==> config.mk <==
export PLATFORM = sky130hd
export DESIGN_NAME = time_nco_top
export DESIGN_NICKNAME = d
export VERILOG_FILES = /design/src/rtl/time_nco_pkg.sv /design/src/rtl/time_nco_decode.sv /design/src/rtl/time_nco_accum.sv /design/src/rtl/time_nco_rdmux.sv /design/src/rtl/time_nco_top.sv
export SDC_FILE = /design/constraint.sdc
export NUM_CORES = 1
export LEC_CHECK = 0
export BUFFER_PORTS_ARGS = -buffer_cell sky130_fd_sc_hd__buf_4
export CORE_MARGIN = 2
export CORE_UTILIZATION = 65
export DETAILED_ROUTE_END_ITERATION = 10
export PLACE_DENSITY = 0.94
export SLEW_MARGIN = 20
export SYNTH_ARGS = -nofsm -noshare
export SYNTH_HDL_FRONTEND = slang
export SYNTH_SLANG_ARGS = --single-unit
==> constraint.sdc <==
create_clock -name clk_i -period 6.6 [get_ports clk_i]
set_input_delay 1.98 -clock clk_i [delete_from_list [all_inputs] [get_ports clk_i]]
set_output_delay 1.98 -clock clk_i [all_outputs]
set_load 0.02 [all_outputs]
==> src/rtl/time_nco_pkg.sv <==
package time_nco_pkg;
  localparam int unsigned NS_W       = 44;
  localparam int unsigned FRAC_W     = 28;
  localparam int unsigned INC_W      = 32;
  localparam int unsigned DATA_W     = 32;
  localparam int unsigned ADDR_W     = 4;
  localparam int unsigned LO_W       = 4;
  localparam int unsigned MID_W      = 32;
  localparam int unsigned HI_W       = NS_W - LO_W - MID_W;
  localparam int unsigned HI_WR_LSB  = 8;
  localparam int unsigned ACC_W      = NS_W + FRAC_W;

  // word order follows the address map
  typedef enum logic [1:0] {
    SEL_LO  = 2'd0,
    SEL_MID = 2'd1,
    SEL_HI  = 2'd2,
    SEL_INC = 2'd3
  } word_sel_e;
endpackage

==> src/rtl/time_nco_decode.sv <==
module time_nco_decode
  import time_nco_pkg::*;
#(
  parameter logic [INC_W-1:0] INC_RESET = 32'h8000_0000
) (
  input  logic              clk_i,
  input  logic              rst_ni,
  input  logic              valid_i,
  input  logic              we_i,
  input  logic [ADDR_W-1:0] addr_i,
  input  logic [DATA_W-1:0] wdata_i,
  output word_sel_e         sel_o,
  output logic              ld_lo_o,
  output logic              ld_mid_o,
  output logic              ld_hi_o,
  output logic [INC_W-1:0]  inc_o
);
  logic wr_en;
  logic [1:0] unused_addr;
  logic [INC_W-1:0] inc_q;

  assign unused_addr = addr_i[1:0];
  assign sel_o    = word_sel_e'(addr_i[3:2]);
  assign wr_en    = valid_i && we_i;
  assign ld_lo_o  = wr_en && (sel_o == SEL_LO);
  assign ld_mid_o = wr_en && (sel_o == SEL_MID);
  assign ld_hi_o  = wr_en && (sel_o == SEL_HI);

  always_ff @(posedge clk_i or negedge rst_ni) begin
    if (!rst_ni)                        inc_q <= INC_RESET;
    else if (wr_en && sel_o == SEL_INC) inc_q <= wdata_i[INC_W-1:0];
  end

  assign inc_o = inc_q;

  // increment register only moves on a strobed write to its word
  p_inc_hold_r8: assert property (@(posedge clk_i) disable iff (!rst_ni)
    !(valid_i && we_i && addr_i[3:2] == 2'd3) |=> $stable(inc_o));
endmodule

==> src/rtl/time_nco_accum.sv <==
module time_nco_accum
  import time_nco_pkg::*;
(
  input  logic              clk_i,
  input  logic              rst_ni,
  input  logic              ld_lo_i,
  input  logic              ld_mid_i,
  input  logic              ld_hi_i,
  input  logic [DATA_W-1:0] wdata_i,
  input  logic [INC_W-1:0]  inc_i,
  output logic [NS_W-1:0]   ns_o
);
  localparam int unsigned MID_LSB = LO_W;
  localparam int unsigned HI_LSB  = LO_W + MID_W;

  logic [ACC_W-1:0] acc_q, acc_d;
  logic [NS_W-1:0]  ns_ld;
  logic             any_ld;

  assign any_ld = ld_lo_i | ld_mid_i | ld_hi_i;

  always_comb begin
    ns_ld = acc_q[ACC_W-1:FRAC_W];
    if (ld_lo_i)  ns_ld[LO_W-1:0]         = wdata_i[LO_W-1:0];
    if (ld_mid_i) ns_ld[HI_LSB-1:MID_LSB] = wdata_i[MID_W-1:0];
    if (ld_hi_i)  ns_ld[NS_W-1:HI_LSB]    = wdata_i[HI_WR_LSB+HI_W-1:HI_WR_LSB];
    // field writes win over the increment; top carry dropped on add
    if (any_ld) acc_d = {ns_ld, acc_q[FRAC_W-1:0]};
    else        acc_d = acc_q + {{(ACC_W-INC_W){1'b0}}, inc_i};
  end

  always_ff @(posedge clk_i or negedge rst_ni) begin
    if (!rst_ni) acc_q <= '0;
    else         acc_q <= acc_d;
  end

  assign ns_o = acc_q[ACC_W-1:FRAC_W];

  // zero increment holds time
  p_freeze_r6: assert property (@(posedge clk_i) disable iff (!rst_ni)
    (!any_ld && inc_i == '0) |=> $stable(acc_q));
  // field writes never disturb the fraction
  p_frac_keep_r5: assert property (@(posedge clk_i) disable iff (!rst_ni)
    any_ld |=> acc_q[FRAC_W-1:0] == $past(acc_q[FRAC_W-1:0]));
  // low-field write leaves the upper fields alone
  p_lo_only_r5: assert property (@(posedge clk_i) disable iff (!rst_ni)
    (ld_lo_i && !ld_mid_i && !ld_hi_i) |=>
      (ns_o[NS_W-1:LO_W] == $past(ns_o[NS_W-1:LO_W])) &&
      (ns_o[LO_W-1:0] == $past(wdata_i[LO_W-1:0])));
endmodule

==> src/rtl/time_nco_rdmux.sv <==
module time_nco_rdmux
  import time_nco_pkg::*;
(
  input  logic              clk_i,
  input  logic              rst_ni,
  input  word_sel_e         sel_i,
  input  logic [NS_W-1:0]   ns_i,
  input  logic [INC_W-1:0]  inc_i,
  output logic [DATA_W-1:0] rdata_o
);
  always_comb begin
    rdata_o = '0;
    unique case (sel_i)
      SEL_LO:  rdata_o[LO_W-1:0]  = ns_i[LO_W-1:0];
      SEL_MID: rdata_o[MID_W-1:0] = ns_i[LO_W+MID_W-1:LO_W];
      SEL_HI:  rdata_o[HI_W-1:0]  = ns_i[NS_W-1:LO_W+MID_W];
      SEL_INC: rdata_o[INC_W-1:0] = inc_i;
      default: rdata_o = '0;
    endcase
  end

  // unused read bits stay zero
  p_lo_zero_r3: assert property (@(posedge clk_i) disable iff (!rst_ni)
    (sel_i == SEL_LO) |-> rdata_o[DATA_W-1:LO_W] == '0);
  p_hi_zero_r3: assert property (@(posedge clk_i) disable iff (!rst_ni)
    (sel_i == SEL_HI) |-> rdata_o[DATA_W-1:HI_W] == '0);
endmodule

==> src/rtl/time_nco_top.sv <==
module time_nco_top
  import time_nco_pkg::*;
#(
  parameter logic [INC_W-1:0] INC_RESET = 32'h8000_0000
) (
  input  logic              clk_i,
  input  logic              rst_ni,
  input  logic              valid_i,
  input  logic              we_i,
  input  logic [ADDR_W-1:0] addr_i,
  input  logic [DATA_W-1:0] wdata_i,
  output logic [DATA_W-1:0] rdata_o
);
  word_sel_e        sel;
  logic             ld_lo, ld_mid, ld_hi;
  logic [INC_W-1:0] inc;
  logic [NS_W-1:0]  ns;

  time_nco_decode #(.INC_RESET(INC_RESET)) i_decode (
    .clk_i, .rst_ni, .valid_i, .we_i, .addr_i, .wdata_i,
    .sel_o(sel), .ld_lo_o(ld_lo), .ld_mid_o(ld_mid), .ld_hi_o(ld_hi), .inc_o(inc)
  );

  time_nco_accum i_accum (
    .clk_i, .rst_ni, .ld_lo_i(ld_lo), .ld_mid_i(ld_mid), .ld_hi_i(ld_hi),
    .wdata_i, .inc_i(inc), .ns_o(ns)
  );

  time_nco_rdmux i_rdmux (
    .clk_i, .rst_ni, .sel_i(sel), .ns_i(ns), .inc_i(inc), .rdata_o
  );
endmodule

Yosys cells after proc, flatten, opt, wreduce, memory -nomap -nowiden
Cells that the tools add are included.

Register bits after elaboration: 104. Input port bits: 40. Word-level logic and storage cells: 27.

Add/subtract/negate cells: 1. Equality and inequality tests: 6. Mux-type cells: 7. Bitwise operators: 2. Reduce and logical (&&, ||, !) cells: 6.

Operators by type and width (count): 72-bit by 32-bit adder with 72-bit output (1); 72-bit 2-to-1 mux (1); 24-bit case mux with 2 select lines (1); 32-bit 2-to-1 mux (1); 4-bit case mux with 4 select lines (1); 4-bit case mux with 3 select lines (1); 8-bit 2-to-1 mux (1); 2-bit by 1-bit inequality test with 1-bit output (second input constant) (3); 1-bit logical AND (5); 2-bit == test (second input constant) (2); 4-bit 2-to-1 mux (1); 2-bit by 1-bit == test with 1-bit output (second input constant) (1); 2-bit zero test (1); 1-bit bitwise OR (2).

Depth between registers and ports, before layout
Gate-level depths: netlist (run 1).

Depth in word-level cells: 5. Gate-level depth with buffers: 13.

Hierarchy
From an unflattened synthesis (run 1), not the netlist that was laid out.

Cells, all modules: 824. Area total of the unflattened synthesis: 7757.4 um^2.

By module, submodules not included: time_nco_accum (times used 1, cells an instance 681, area each 5759.3 um^2); time_nco_decode (times used 1, cells an instance 74, area each 1368.8 um^2); time_nco_rdmux (times used 1, cells an instance 69, area each 629.4 um^2).

Worst setup path before layout (run 1)
Ideal clock, no wire load.

Kind: input-to-output. Start point: in addr_i[3]. End point: out rdata_o[4]. Arrival: 3250 ps. Path slack: 1370 ps. Cell stages on the path: 4. Buffers on the path: 2. Path through: buf_1 clkbuf_1 nor2b_1 a22o_1.

Cells in the longest elaborated chain, start to end: 2. Elaborated cells between the ends (all ways): 4. Classes of those cells: 3 x eq/ne; 1 x mux.

RTL lines: from (decl) (line time_nco_top.sv:10) `input logic [ADDR_W-1:0] addr_i,`; 2-bit == test / 2-bit by 1-bit == test with 1-bit output (equally long branches) (line time_nco_rdmux.sv:13) `unique case (sel_i)`; 4-bit case mux with 3 select lines (*) (line time_nco_rdmux.sv:13); to (decl) (line time_nco_top.sv:12) `output logic [DATA_W-1:0] rdata_o`.

Mark *: on every way between the ends. The rest lies on a longest branch, timed or not.

Final worst setup path (run 1)
Start point: in addr_i[3]. End point: out rdata_o[6].

The elaborated chain is that of the path after synthesis.

==> results of run 1 <==
[layer usage]
| layer | routed length [um] | vias to the layer above |
|---|---|---|
| li1 | - | 3138 |
| met1 | 8420 | 3374 |
| met2 | 9910 | 517 |
| met3 | 2070 | 99 |
| met4 | 1200 | 0 |
| met5 | 0 | - |
[flip-flops by register name (all words and copies together) (netlist names)]
register	count
i_accum.acc_q	72
i_decode.inc_o	32
[synthesized netlist by cell type, types with 3 or more instances]
library cell                 n
sky130_fd_sc_hd__nor3b_1     3
sky130_fd_sc_hd__o21a_1      7
sky130_fd_sc_hd__clkbuf_1   39
sky130_fd_sc_hd__o21bai_1    4
sky130_fd_sc_hd__o22ai_1     6
sky130_fd_sc_hd__buf_2       4
sky130_fd_sc_hd__nor2_1     54
sky130_fd_sc_hd__dfrtp_1   103
sky130_fd_sc_hd__inv_1      12
sky130_fd_sc_hd__or3_1       6
sky130_fd_sc_hd__a31oi_1    14
sky130_fd_sc_hd__o21ai_0    52
sky130_fd_sc_hd__xor2_1     18
sky130_fd_sc_hd__nor2b_1    29
sky130_fd_sc_hd__nand3_1    26
sky130_fd_sc_hd__ha_1       32
sky130_fd_sc_hd__nand2_1    84
sky130_fd_sc_hd__xnor2_1    18
sky130_fd_sc_hd__mux2_2     36
sky130_fd_sc_hd__a21oi_1    80
sky130_fd_sc_hd__a211oi_1    3
sky130_fd_sc_hd__and4_1      5
sky130_fd_sc_hd__a22o_1      4
sky130_fd_sc_hd__o211ai_1   12
sky130_fd_sc_hd__and2_1      9
sky130_fd_sc_hd__o311ai_0    6
sky130_fd_sc_hd__nand4_1    21
sky130_fd_sc_hd__mux4_2      4
sky130_fd_sc_hd__o21ai_1     3
sky130_fd_sc_hd__a21o_1     17
sky130_fd_sc_hd__a221o_1     3
sky130_fd_sc_hd__o211a_1     5
sky130_fd_sc_hd__buf_1       5
sky130_fd_sc_hd__a41oi_1     5
sky130_fd_sc_hd__mux2i_1    27
sky130_fd_sc_hd__a22oi_1     8
sky130_fd_sc_hd__nor3_1      9
sky130_fd_sc_hd__and3_1     19
[final timing paths]
path | slack (ns) | to | startpoint
setup / recovery | 1.28 | rdata_o[6] | addr_i[3]
hold / removal | 0.48 | i_accum.acc_q[0] | i_accum.acc_q[0]
setup reg to reg | 3.04 | i_accum.acc_q[69] | i_decode.inc_o[11]
hold reg to reg | 0.48 | i_accum.acc_q[0] | i_accum.acc_q[0]
max in group asynchronous | 3.75 | i_accum.acc_q[70] | rst_ni
min in group asynchronous | 1.58 | i_accum.acc_q[4] | rst_ni
[report_power, final]
part	total (mW)	internal, mW	switching, mW
clock network	0.550	0.299	0.252
logic	1.85	0.779	1.07
registers	1.10	0.855	0.245
total	3.50	1.93	1.57
[through the flow]
stage	util	hold slack, ns	cells	worst slack (ns)	cell area, sq um
6_report	0.751	0.478	1009	1.28	8210
5_1_grt	0.751	0.501	1009	1.25	8210
4_1_cts	0.751	0.480	1009	1.31	8210
3_5_place_dp	0.724	0.464	993	1.31	7910
3_3_place_gp	0.724	0.458	993	1.32	7910
2_1_floorplan	-	0.445	827	1.37	7350
[area by class of cell]
| cell class | count | area (sq um) | share of cell area |
|---|---|---|---|
| well taps | 140 | 175 | 0.0213 |
| clock buffers | 11 | 233 | 0.0283 |
| inverters | 12 | 45.0 | 0.00549 |
| flip-flops and latches | 104 | 2600 | 0.317 |
| clock inverters | 5 | 66.3 | 0.00808 |
| repair buffers | 75 | 563 | 0.0686 |
| multi-input cells | 662 | 4530 | 0.551 |
[logic make-up after synthesis]
family                     count (synthesis)
and+or+nand+nor                          278
AOI/OAI and AO/OA                        248
DFF                                      104
muxes                                     67
buffers and inverters                     61
xor gates and xnor gates                  36
adders and majority gates                 33
[critical path, cell delays in order]
cell                     delay [ns]
sky130_fd_sc_hd__buf_4         0.53
sky130_fd_sc_hd__mux2_2        0.43
sky130_fd_sc_hd__a22o_1        0.23
sky130_fd_sc_hd__buf_4         0.15
==> impl_results.md, run 1 <==
* Worst-case reg-to-reg path depth at 10
* Critical path peak fanout at 40
* Async S/R FF share, synth at 1.00
* Dominant combinational cell family by area after synthesis: compound AO/OA/AOI/OAI gates
* I/O pin count at 72
* H-tree Lvls at 3
* Post-Synthesis Net Count at 900
* Fin Setup TNS at 0 ns
* Data arrival time of the worst path at 3.34 ns
* Parity-gate share of the synthesized area counting xor and xnor cells at 0.0429
* Global route total overflow at 0
* DIE AREA at 0.0122 sq mm
* Top cell type's share of synthesized area at 0.350
* Antenna Cells at 0
* Register bit total from synthesis at 104
* Routed via count at 7,128
* Via-to-Cell Ratio at 7.06
* Cell area power density at 426 mW/mm^2
* Global routing usage on met3 at 0.0682
* FILL cells at 761
* Overall routing resource usage at 0.369
* Height of the chip at 110 um
* Worst slew margin relative to its limit at 0.301
* Initial cell density of the core at 0.673
* TritonCTS clock tree: done
* Number of buffers between clock root and the deepest sink at 2
* Max Cap Violations at 0
* Number of synthesized flops with an enable pin at 0
* IR Drop Worst-Case VDD at 0.000386 V
* Critical path launch point type: input port
* Post CTS Setup Buffer Count at 0
* Unrepaired setup endpoints after global routing: no
* Worst hold path cell count at 2
* Placer congestion estimate at 0.953
* HPWL after detailed placement at 14.9 mm
* Placement row count at 38
* Clock Pin Slew Worst Setup and Hold Paths at 0.07 ns
* Total Wirelength at 21.6 mm
* Most frequent standard cell in the layout excluding fill and tap cells: sky130_fd_sc_hd__dfrtp_1
* DRC viols at 0
* Number of I/O port buffers at 69
* Fraction of synthesized area in multiplexers at 0.104
* Hold-fix buffer count after cts at 0
* Grt met1 use at 0.496
* Power, Total at 3.50 mW
* Core Region at 0.0109 sq mm
* Post-synthesis instance total at 827
* Ranking of synthesized cells by area: sky130_fd_sc_hd__dfrtp_1 (35%), sky130_fd_sc_hd__mux2_2 (5.5%), sky130_fd_sc_hd__a21oi_1 (5.4%)
* Number of different library cells in the post-synthesis netlist at 65
* Maximum number of pins on one net before global-route repair at 69
* Synth Cell Area at 0.00735 sq mm
* Worst-Skew Late Latency at 0.36 ns
* CTS Root Cell: sky130_fd_sc_hd__clkbuf_16
* Violation count after the first detailed-routing iteration at 841
* Number of CTS-inserted buffers at 9
* Antenna violations before repair at 0
* DRT antenna net count at 0
* Sink count of the clock tree at 104
* Compound-cell area share of the yosys netlist at 0.219
* Static power due to leakage at 3.58 nW
* Warning count from the yosys run at 0
* Kind of end point of the critical path: output port
* Class of the most critical setup path: input port to output port
* Final-report setup violation count at 0
* Commonest non-fill, non-tap cells in the layout: sky130_fd_sc_hd__dfrtp_1 (103), sky130_fd_sc_hd__nand2_1 (84), sky130_fd_sc_hd__a21oi_1 (79)
* Area growth from synthesis to layout at 11.7%
* Status: finished clean
* Share of cells above drive strength 1 at 0.166
* Final setup skew at 0.00901 ns
* Fmax at 188 MHz
* Worst-margin pin slew at 1.05 ns
* Top FF cell, synth: sky130_fd_sc_hd__dfrtp_1
* Nets at 937
* Synthesized area per cell at 8.89 sq um
* Path class of the lowest-slack min-delay path: flop to flop
* Period utilisation layout at 0.806
* Simple logic cell fraction of the synthesized area at 0.190
* Adder and majority cell fraction of the synthesized area at 0.0572
* Yosys top cell by area: sky130_fd_sc_hd__dfrtp_1
* Sequential area share after synthesis at 0.354
* GR met2 Demand/Resource at 0.571
* Final Hold Viols at 0
* Width of the chip at 110 um
* Min Tclk post-route at 5.32 ns
* Via count of the first global-routing pass at 6,618
* Total iterations of the first detailed-routing run at 5
* Wire length of the first global-routing pass at 34.1 mm
* Layer with the highest usage: met2
* Wire per inst at 21.4 um
* Required @ worst endpoint at 4.62 ns
* Count of instances resized after the clock tree is built at 0
* Slew Limit Fails at 0
(Power assumes the default switching activity.)
==> run 2: changes to the inputs <==
--- a/config.mk
+++ b/config.mk
@@ -7,9 +7,9 @@
 export LEC_CHECK = 0
 export BUFFER_PORTS_ARGS = -buffer_cell sky130_fd_sc_hd__buf_4
 export CORE_MARGIN = 2
-export CORE_UTILIZATION = 65
+export CORE_UTILIZATION = 60
 export DETAILED_ROUTE_END_ITERATION = 10
-export PLACE_DENSITY = 0.94
+export PLACE_DENSITY = 0.89
 export SLEW_MARGIN = 20
 export SYNTH_ARGS = -nofsm -noshare
 export SYNTH_HDL_FRONTEND = slang
==> constraint.sdc (replaced) <==
create_clock -name clk_i -period 5.15 [get_ports clk_i]
set_input_delay 1.545 -clock clk_i [delete_from_list [all_inputs] [get_ports clk_i]]
set_output_delay 1.545 -clock clk_i [all_outputs]
set_load 0.02 [all_outputs]
==> impl_results.md, run 2 (synthesized netlist as in run 1, its figures left out) <==
* Status: finished clean
* Critical path launch point type: input port
* Most frequent standard cell in the layout excluding fill and tap cells: sky130_fd_sc_hd__dfrtp_1
* Worst-case reg-to-reg path depth at 10
* Slew Limit Fails at 0
* Largest register FFs at 72
* Number of I/O port buffers at 69
* CP startpoint: addr_i[3]
* Register containing the most flip-flops in the final layout: i_accum.acc_q
* IR Drop Worst-Case VDD at 0.000477 V
* Cell occurring most often along the worst timing path: sky130_fd_sc_hd__buf_4
* CTS Root Cell: sky130_fd_sc_hd__clkbuf_16
* Critical path peak fanout at 40
* Fin Hold WS at 0.486 ns
* Final Hold Viols at 0
* Fin Setup TNS at 0 ns
* Static power due to leakage at 3.62 nW
* Final-report setup violation count at 0
* Fmax at 225 MHz
* Unrepaired setup endpoints after global routing: no
* Width of the chip at 115 um
* Total Wirelength at 20.8 mm
* Height of the chip at 115 um
* Wire length of the first global-routing pass at 33.2 mm
* Nets at 938
* Share of the core filled with cells in the final layout at 0.689
* Worst-Skew Late Latency at 0.36 ns
* Capture point of the critical path: rdata_o[6]
* Kind of end point of the critical path: output port
* Wire per inst at 20.4 um
* Number of CTS-inserted buffers at 9
* Antenna violations before repair at 0
* Clock Pin Slew Worst Setup and Hold Paths at 0.07 ns
* Min Tclk post-route at 4.45 ns
* Power, Total at 4.54 mW
* Via-to-Cell Ratio at 6.72
* Via count of the first global-routing pass at 6,209
* Overall routing resource usage at 0.326
* H-tree Lvls at 3
* Antenna Cells at 0
* Worst reg2reg path endpoint: i_accum.acc_q[65]
* Post-detailed-placement cell area at 0.00793 sq mm
* HPWL after detailed placement at 14.6 mm
* Slack of the worst reg-to-reg path at 1.69 ns
* Commonest non-fill, non-tap cells in the layout: sky130_fd_sc_hd__dfrtp_1 (103), sky130_fd_sc_hd__nand2_1 (84), sky130_fd_sc_hd__a21oi_1 (79)
* Routed via count at 6,836
* Startpoint of the worst register-to-register path: i_decode.inc_o[12]
* Number of buffers between clock root and the deepest sink at 2
* Final non-filler cell area at 0.00827 sq mm
* Count of placed standard cells including taps at 1,001
* DRT antenna net count at 0
* Core Region at 0.0120 sq mm
* Cell area power density at 549 mW/mm^2
* Initial cell density of the core at 0.612
* Post CTS Setup Buffer Count at 0
* Ordered list of cells on the worst path: buf_4 > mux2_2 > a22o_1 > buf_4
* Path class of the lowest-slack min-delay path: flop to flop
* Period utilisation layout at 0.863
* TritonCTS clock tree: done
* Hold-fix buffer count after cts at 0
* I/O pin count at 72
* Violation count after the first detailed-routing iteration at 626
* DRC viols at 0
* CP max stage cell: sky130_fd_sc_hd__buf_4
* Area growth from synthesis to layout at 12.5%
* Placer congestion estimate at 0.925
* Number of cells in the finished layout apart from fillers at 1,017
* Sink count of the clock tree at 104
* Global route total overflow at 0
* Final critical-path setup slack at 0.704 ns
* Max Cap Violations at 0
* Worst-margin pin slew at 0.761 ns
* Final setup skew at 0.0115 ns
* Count of instances resized after the clock tree is built at 0
* Data arrival time of the worst path at 2.90 ns
* Peak per-stage delay on the critical path at 0.51 ns
* DIE AREA at 0.0132 sq mm
* Worst slew margin relative to its limit at 0.492
* Share of cells above drive strength 1 at 0.170
* Total iterations of the first detailed-routing run at 6
* Maximum number of pins on one net before global-route repair at 74
* Class of the most critical setup path: input port to output port
* Required @ worst endpoint at 3.61 ns
* Placement row count at 40
* Dpl ws at 0.730 ns
run 2: metal layers:
layer / GRT usage / up-vias / routed length [um]
met5: 0 / - / 0
met3: 0.0725 / 44 / 1900
met4: 0.104 / 0 / 602
li1: - / 3135 / -
met2: 0.511 / 381 / 9630
met1: 0.454 / 3276 / 8640
run 2: cell type report:
cell class	instances	area, sq um
timing repair buffer	76	571
sequential	104	2600
inverter	12	45.0
tap	147	184
clock inverter	4	73.8
clock buffer	12	267
multi-input combinational	662	4530
fill	948	3740
run 2: worst min path at each step:
stage | from | to | slack (ns) | cells after the start
after detailed placement | i_accum.acc_q[0] | i_accum.acc_q[0] | 0.47 | 2
final | i_accum.acc_q[0] | i_accum.acc_q[0] | 0.49 | 2
after CTS | i_accum.acc_q[0] | i_accum.acc_q[0] | 0.48 | 2
after global placement | i_accum.acc_q[0] | i_accum.acc_q[0] | 0.46 | 2
after floorplan | i_accum.acc_q[0] | i_accum.acc_q[0] | 0.45 | 2
after global routing | i_accum.acc_q[3] | i_accum.acc_q[3] | 0.51 | 2
run 2: critical path, delay by kind of cell:
kind            cells  cell delay (ns)
compound gates      1             0.24
buf+inv             2             0.67
mux                 1             0.42
run 2: report_power, final:
group,switching [mW],total [mW],internal [mW],leakage (nW)
logic,1.35,2.35,0.997,2.22
registers,0.311,1.41,1.10,1.23
clock network,0.316,0.783,0.467,0.169
